### src/rtl/opshift_pkg.sv
package opshift_pkg;

  typedef enum logic [1:0] {
    SH_LSL = 2'd0,
    SH_LSR = 2'd1,
    SH_ASR = 2'd2,
    SH_ROR = 2'd3
  } sh_type_e;

  // canonical operation handed from the decoder to the barrel core
  typedef enum logic [2:0] {
    OP_PASS = 3'd0,
    OP_LSL  = 3'd1,
    OP_LSR  = 3'd2,
    OP_ASR  = 3'd3,
    OP_ROR  = 3'd4,
    OP_RRX  = 3'd5
  } core_op_e;

  function automatic core_op_e type_to_op(sh_type_e t);
    case (t)
      SH_LSL:  return OP_LSL;
      SH_LSR:  return OP_LSR;
      SH_ASR:  return OP_ASR;
      default: return OP_ROR;
    endcase
  endfunction

endpackage

### src/rtl/shamt_decode.sv
module shamt_decode
  import opshift_pkg::*;
#(
  parameter int DATA_W  = 32,
  parameter int FIELD_W = 12,
  parameter int CNT_W   = 8
) (
  input  logic [FIELD_W-1:0] field_i,
  input  logic               amt_src_i,
  input  logic [DATA_W-1:0]  amt_reg_i,
  output core_op_e           op_o,
  output logic [CNT_W-1:0]   cnt_o
);

  localparam int IMM_AMT_W = $clog2(DATA_W);
  localparam int AMT_LSB   = FIELD_W - IMM_AMT_W;
  localparam int TYPE_LSB  = AMT_LSB - 2;

  sh_type_e               sh_type;
  logic [IMM_AMT_W-1:0]   imm_amt;
  logic [CNT_W-1:0]       reg_amt;

  assign sh_type = sh_type_e'(field_i[TYPE_LSB +: 2]);
  assign imm_amt = field_i[AMT_LSB +: IMM_AMT_W];
  assign reg_amt = amt_reg_i[CNT_W-1:0];

  logic unused_bits;
  assign unused_bits = ^{field_i[TYPE_LSB-1:0], amt_reg_i[DATA_W-1:CNT_W]};

  always_comb begin
    op_o  = OP_PASS;
    cnt_o = '0;
    if (amt_src_i) begin
      cnt_o = reg_amt;
      op_o  = (reg_amt == '0) ? OP_PASS : type_to_op(sh_type);
    end else if (imm_amt == '0) begin
      // encoded zero is remapped per shift type
      case (sh_type)
        SH_LSL: begin op_o = OP_PASS; cnt_o = '0;             end
        SH_LSR: begin op_o = OP_LSR;  cnt_o = CNT_W'(DATA_W); end
        SH_ASR: begin op_o = OP_ASR;  cnt_o = CNT_W'(DATA_W); end
        default: begin op_o = OP_RRX; cnt_o = CNT_W'(1);      end
      endcase
    end else begin
      op_o  = type_to_op(sh_type);
      cnt_o = CNT_W'(imm_amt);
    end
  end

  // the core must never see a zero amount for a real shift
  always_comb begin
    if (op_o == OP_LSL || op_o == OP_LSR || op_o == OP_ASR || op_o == OP_ROR)
      assert_nonzero_amt_R6: assert (cnt_o != '0)
        else $error("shift op issued with zero amount");
  end

endmodule

### src/rtl/barrel_core.sv
module barrel_core
  import opshift_pkg::*;
#(
  parameter int DATA_W = 32,
  parameter int CNT_W  = 8
) (
  input  core_op_e          op_i,
  input  logic [CNT_W-1:0]  cnt_i,
  input  logic [DATA_W-1:0] val_i,
  input  logic              cin_i,
  output logic [DATA_W-1:0] res_o,
  output logic              cout_o
);

  localparam int ROT_W = $clog2(DATA_W);

  logic [DATA_W:0]        lsl_w;
  logic [DATA_W:0]        lsr_w;
  logic signed [DATA_W:0] asr_w;
  logic [ROT_W-1:0]       rot;
  logic [DATA_W-1:0]      ror_w;

  // one spare bit beside the data catches the last bit shifted out
  assign lsl_w = {1'b0, val_i} << cnt_i;
  assign lsr_w = {val_i, 1'b0} >> cnt_i;
  assign asr_w = $signed({val_i, 1'b0}) >>> cnt_i;
  assign rot   = cnt_i[ROT_W-1:0];
  assign ror_w = (val_i >> rot) | (val_i << (DATA_W - int'(rot)));

  always_comb begin
    case (op_i)
      OP_LSL:  begin res_o = lsl_w[DATA_W-1:0]; cout_o = lsl_w[DATA_W]; end
      OP_LSR:  begin res_o = lsr_w[DATA_W:1];   cout_o = lsr_w[0];      end
      OP_ASR:  begin res_o = asr_w[DATA_W:1];   cout_o = asr_w[0];      end
      OP_ROR:  begin res_o = ror_w;             cout_o = ror_w[DATA_W-1]; end
      OP_RRX:  begin res_o = {cin_i, val_i[DATA_W-1:1]}; cout_o = val_i[0]; end
      default: begin res_o = val_i;             cout_o = cin_i;         end
    endcase
  end

  always_comb begin
    if (op_i == OP_LSL && cnt_i > CNT_W'(DATA_W))
      assert_lsl_wide_R7: assert (res_o == '0 && !cout_o)
        else $error("wide left shift not cleared");
    if (op_i == OP_LSR && cnt_i > CNT_W'(DATA_W))
      assert_lsr_wide_R8: assert (res_o == '0 && !cout_o)
        else $error("wide right shift not cleared");
    if (op_i == OP_ASR && cnt_i >= CNT_W'(DATA_W))
      assert_asr_fill_R9: assert (res_o == {DATA_W{val_i[DATA_W-1]}} && cout_o == val_i[DATA_W-1])
        else $error("wide arithmetic shift not sign filled");
    if (op_i == OP_ROR && rot == '0)
      assert_ror_whole_R10: assert (res_o == val_i && cout_o == val_i[DATA_W-1])
        else $error("rotate by multiple of width altered value");
    if (op_i == OP_RRX)
      assert_rrx_R5: assert (res_o[DATA_W-1] == cin_i && res_o[DATA_W-2:0] == val_i[DATA_W-1:1]
                             && cout_o == val_i[0])
        else $error("rotate through carry wrong");
  end

endmodule

### src/rtl/imm_rotator.sv
module imm_rotator #(
  parameter int DATA_W  = 32,
  parameter int FIELD_W = 12,
  parameter int CONST_W = 8
) (
  input  logic [FIELD_W-1:0] field_i,
  output logic [DATA_W-1:0]  res_o
);

  localparam int ROT_W = FIELD_W - CONST_W;

  logic [DATA_W-1:0] base;
  logic [ROT_W:0]    amt;

  assign base  = DATA_W'(field_i[CONST_W-1:0]);
  assign amt   = {field_i[FIELD_W-1:CONST_W], 1'b0};
  assign res_o = (base >> amt) | (base << (DATA_W - int'(amt)));

  // rotation keeps the population count of the constant
  always_comb begin
    assert_const_bits_R11: assert ($countones(res_o) == $countones(field_i[CONST_W-1:0]))
      else $error("constant rotation lost bits");
  end

endmodule

### src/rtl/opnd_shifter.sv
module opnd_shifter
  import opshift_pkg::*;
#(
  parameter int DATA_W  = 32,
  parameter int FIELD_W = 12,
  parameter int CNT_W   = 8,
  parameter int CONST_W = 8
) (
  input  logic               const_sel_i,
  input  logic               amt_src_i,
  input  logic [FIELD_W-1:0] field_i,
  input  logic [DATA_W-1:0]  value_i,
  input  logic [DATA_W-1:0]  amt_reg_i,
  input  logic               carry_i,
  output logic [DATA_W-1:0]  result_o,
  output logic               carry_o
);

  localparam int AMT_LSB = FIELD_W - $clog2(DATA_W);

  core_op_e          op;
  logic [CNT_W-1:0]  cnt;
  logic [DATA_W-1:0] sh_res;
  logic              sh_cout;
  logic [DATA_W-1:0] k_res;

  shamt_decode #(.DATA_W(DATA_W), .FIELD_W(FIELD_W), .CNT_W(CNT_W)) u_dec (
    .field_i  (field_i),
    .amt_src_i(amt_src_i),
    .amt_reg_i(amt_reg_i),
    .op_o     (op),
    .cnt_o    (cnt)
  );

  barrel_core #(.DATA_W(DATA_W), .CNT_W(CNT_W)) u_core (
    .op_i  (op),
    .cnt_i (cnt),
    .val_i (value_i),
    .cin_i (carry_i),
    .res_o (sh_res),
    .cout_o(sh_cout)
  );

  imm_rotator #(.DATA_W(DATA_W), .FIELD_W(FIELD_W), .CONST_W(CONST_W)) u_krot (
    .field_i(field_i),
    .res_o  (k_res)
  );

  assign result_o = const_sel_i ? k_res : sh_res;
  assign carry_o  = const_sel_i ? carry_i : sh_cout;

  always_comb begin
    if (const_sel_i)
      assert_const_carry_R11: assert (carry_o == carry_i)
        else $error("constant form changed carry");
    if (!const_sel_i && amt_src_i && amt_reg_i[CNT_W-1:0] == '0)
      assert_reg_zero_pass_R6: assert (result_o == value_i && carry_o == carry_i)
        else $error("zero register amount not a pass-through");
    if (!const_sel_i && !amt_src_i && field_i[FIELD_W-1:AMT_LSB-2] == '0)
      assert_lsl_zero_pass_R3: assert (result_o == value_i && carry_o == carry_i)
        else $error("immediate left by zero not a pass-through");
  end

endmodule

### config.mk
export PLATFORM = sky130hd
export DESIGN_NAME = opnd_shifter
export DESIGN_NICKNAME = d
export VERILOG_FILES = /design/src/rtl/opshift_pkg.sv /design/src/rtl/shamt_decode.sv /design/src/rtl/barrel_core.sv /design/src/rtl/imm_rotator.sv /design/src/rtl/opnd_shifter.sv
export SDC_FILE = /design/constraint.sdc
export NUM_CORES = 1
export LEC_CHECK = 0
export CAP_MARGIN = 20
export CORE_MARGIN = 8
export CORE_UTILIZATION = 43
export DETAILED_ROUTE_END_ITERATION = 12
export SLEW_MARGIN = 40
export SYNTH_ARGS = -nofsm -noshare
export SYNTH_HDL_FRONTEND = slang
export SYNTH_HIERARCHICAL = 1
export SYNTH_SLANG_ARGS = --single-unit
### constraint.sdc
create_clock -name vclk -period 8.05
set_input_delay 2.0125 -clock vclk [all_inputs]
set_output_delay 2.0125 -clock vclk [all_outputs]
set_load 0.02 [all_outputs]
==> flow_metrics.tcl <==
set metrics [dict create \
    worstPathRequired_ps 6040 \
    gp_congestion 1.22 \
    p_int_uw 711 \
    startpoint_type "primary input" \
    critPathMaxFanout 11 \
    fmax_ghz 0.125 \
    switching_power_uw 910 \
    coreArea_sq_um 21800 \
    vias 13800 \
    worstMarginPinSlew_ps 839 \
    synth_nets 1410 \
    whs_ps 4730 \
    grt_antenna_before_repair 5 \
    power.share.sequential_pct 0 \
    crit_path_start "field_i[7]" \
    grt_pass1_vias 13300 \
    status "finished, final reports clean" \
    hold_viol 0 \
    die_x_microns 165 \
    grt_use_total_pct 43.5 \
    critPathCaptureType "output pin" \
    dpl-instance-area_sq_um 13200 \
    worstHoldPathType "primary input to output pin" \
    ios 112 \
    sw_frac_of_total_pct 56.1 \
    slew_violations 0 \
    synth_cell_type_count 97 \
    stdcell_area_sq_um 13700 \
    final_common_cell "buf_4" \
    leakagePower_uw 0.00579 \
    grt.overflow.total 0 \
    comb_power_share_pct 100.0 \
    drtIter0Drc 2533 \
    layout_common_cells "buf_4, nand2_1, nor2_1, a21oi_1, mux2i_1" \
    synth_seq_area_share_pct 0 \
    ant_nets 0 \
    syn_area_sq_um 9550 \
    syn2layout_area_growth_pct 43.7 \
    final_cell_count_no_fill 1954 \
    drive_gt1_share_pct 41.3 \
    n_clock_buffer 0 \
    die_h_microns 165 \
    port_buffers 88 \
    dr.pass1.iters 8 \
    num_rows 54 \
    min_period_over_period_pct 99.2 \
    finalPower_uw 1620 \
    post-route-drc-count 0 \
    setup_viol 0 \
    grt_max_degree 39 \
    fin_crit_ps 7990 \
    power.share.clock_pct 0 \
    drt_wl_total_mm 60.8 \
    crit_end "result_o[15]" \
    maxSlewHeadroom_pct 44.1 \
    avgSynthCellArea_sq_um 7.20 \
    wl_per_cell_microns 31.1 \
    grt_pass1_wl_mm 87.5 \
    maxCapViolCount 0 \
    synth_cells 1326 \
    initial_core_util_pct 43.8 \
    regArea_sq_um 0 \
    yosys_warnings 6 \
    crit_arrival_ps 5970 \
    dp_hpwl_mm 48.7 \
    seq_cell_count 0 \
    fin_tns_setup_ps 0 \
    die_area_sq_um 27200 \
    nFillCells 1952 \
    dpl.cell_count 1934 \
    powerDensity_nw_per_um2 118 \
    vdd_drop_max_uv 58.9 \
    avgViaCountPerCell 7.08 \
    fin_nets 1759 \
    worstSetupPathType "primary input to output pin" \
]
==> cell usage after synthesis (all sizes together), types with 9 or more instances <==
library cell / number / area [sq um]
o21ai: 86 / 438
nand2b: 12 / 75.1
o32ai: 9 / 86.3
a211oi: 15 / 113
nand3: 52 / 260
a21oi: 84 / 432
nor4: 9 / 71.3
nand2: 161 / 607
nor3: 45 / 246
o32a: 12 / 120
o221ai: 11 / 96.3
a221oi: 16 / 164
inv: 16 / 60.1
o211ai: 22 / 165
clkbuf: 86 / 324
mux2i: 83 / 880
and2: 11 / 68.8
a31oi: 22 / 138
a2111oi: 9 / 80.1
buf: 74 / 542
o22ai: 21 / 131
nor2: 163 / 622
or2: 9 / 56.3
mux4: 61 / 1390
o31ai: 10 / 75.1
mux2: 80 / 1030
a22oi: 10 / 75.1
==> cells by family (layout without fill, tap and decap cells) <==
logic type	after synthesis	after routing	share of synthesized area (%)
AOI/OAI and AO/OA	412	412	30.2
xor gates and xnor gates	7	7	0.878
adders and majority gates	5	5	0.655
buffers and inverters	176	523	9.69
muxes	224	224	34.6
other	0	1	0
and+or+nand+nor	502	502	24.0
==> worst max-delay path: stages <==
cell and delay [ps]:
clkbuf_2 140, nor4_4 390, a311oi_4 180, a21oi_4 360, buf_6 160, buf_12 140, buf_8 140, buf_4 120
mux4_2 620, mux2i_2 180, buf_4 160, buf_4 160, o22a_1 190, o21ai_0 110, a2bb2oi_2 210, o221ai_2 140
mux2_4 290, clkdlybuf4s15_2 250
==> worst min-delay path by stage <==
stage               slack [ps]        start      endpoint  depth (start not counted)
floorplan                 4220      carry_i       carry_o                          1
global route              4750  const_sel_i  result_o[28]                          3
global placement          5320      carry_i       carry_o                          3
detailed placement        5170  const_sel_i  result_o[28]                          3
finish                    4730  const_sel_i  result_o[28]                          3
CTS                       4730  const_sel_i  result_o[11]                          3
==> cell type report <==
type               count  area [sq um]  share of cell area, %
well taps            280           350                   2.55
multi-input cells   1150          9090                   66.2
repair buffers       507          4220                   30.8
inverters             16          60.1                  0.438
diodes                 1          2.50                 0.0182
==> what timing repair did <==
item,in CTS,in global routing
gates cloned,0,1
pin swaps,18,23
endpoints found under the setup margin,33,33
gates resized for setup,130,62
hold buffers,0,0
buffers inserted,14,4
hold endpoints to repair,0,0
==> per-layer routing <==
layer | vias to the layer above | global-route usage, % | part of all wire [%]
li1 | 5816 | - | -
met1 | 6409 | 53.0 | 35
met2 | 1277 | 64.3 | 41
met3 | 337 | 13.9 | 15
met4 | 4 | 29.3 | 9.2
met5 | - | 0 | 0.039
==> metrics by stage <==
step / utilization (%) / setup slack, ps
floorplan: - / 302
global placement: 60.3 / -497
detailed placement: 60.3 / -474
CTS: 62.1 / -26.3
global route: 62.9 / -9.71
finish: 62.9 / 64.9
==> power groups by stage <==
stage               Clock [uW]  Combinational [uW]  Sequential (uW)
detailed placement           0                1480                0
global placement             0                1470                0
floorplan                    0                 762                0
global route                 0                1660                0
finish               0.0000235                1620                0
CTS                          0                1520                0
(Power assumes the default switching activity.)
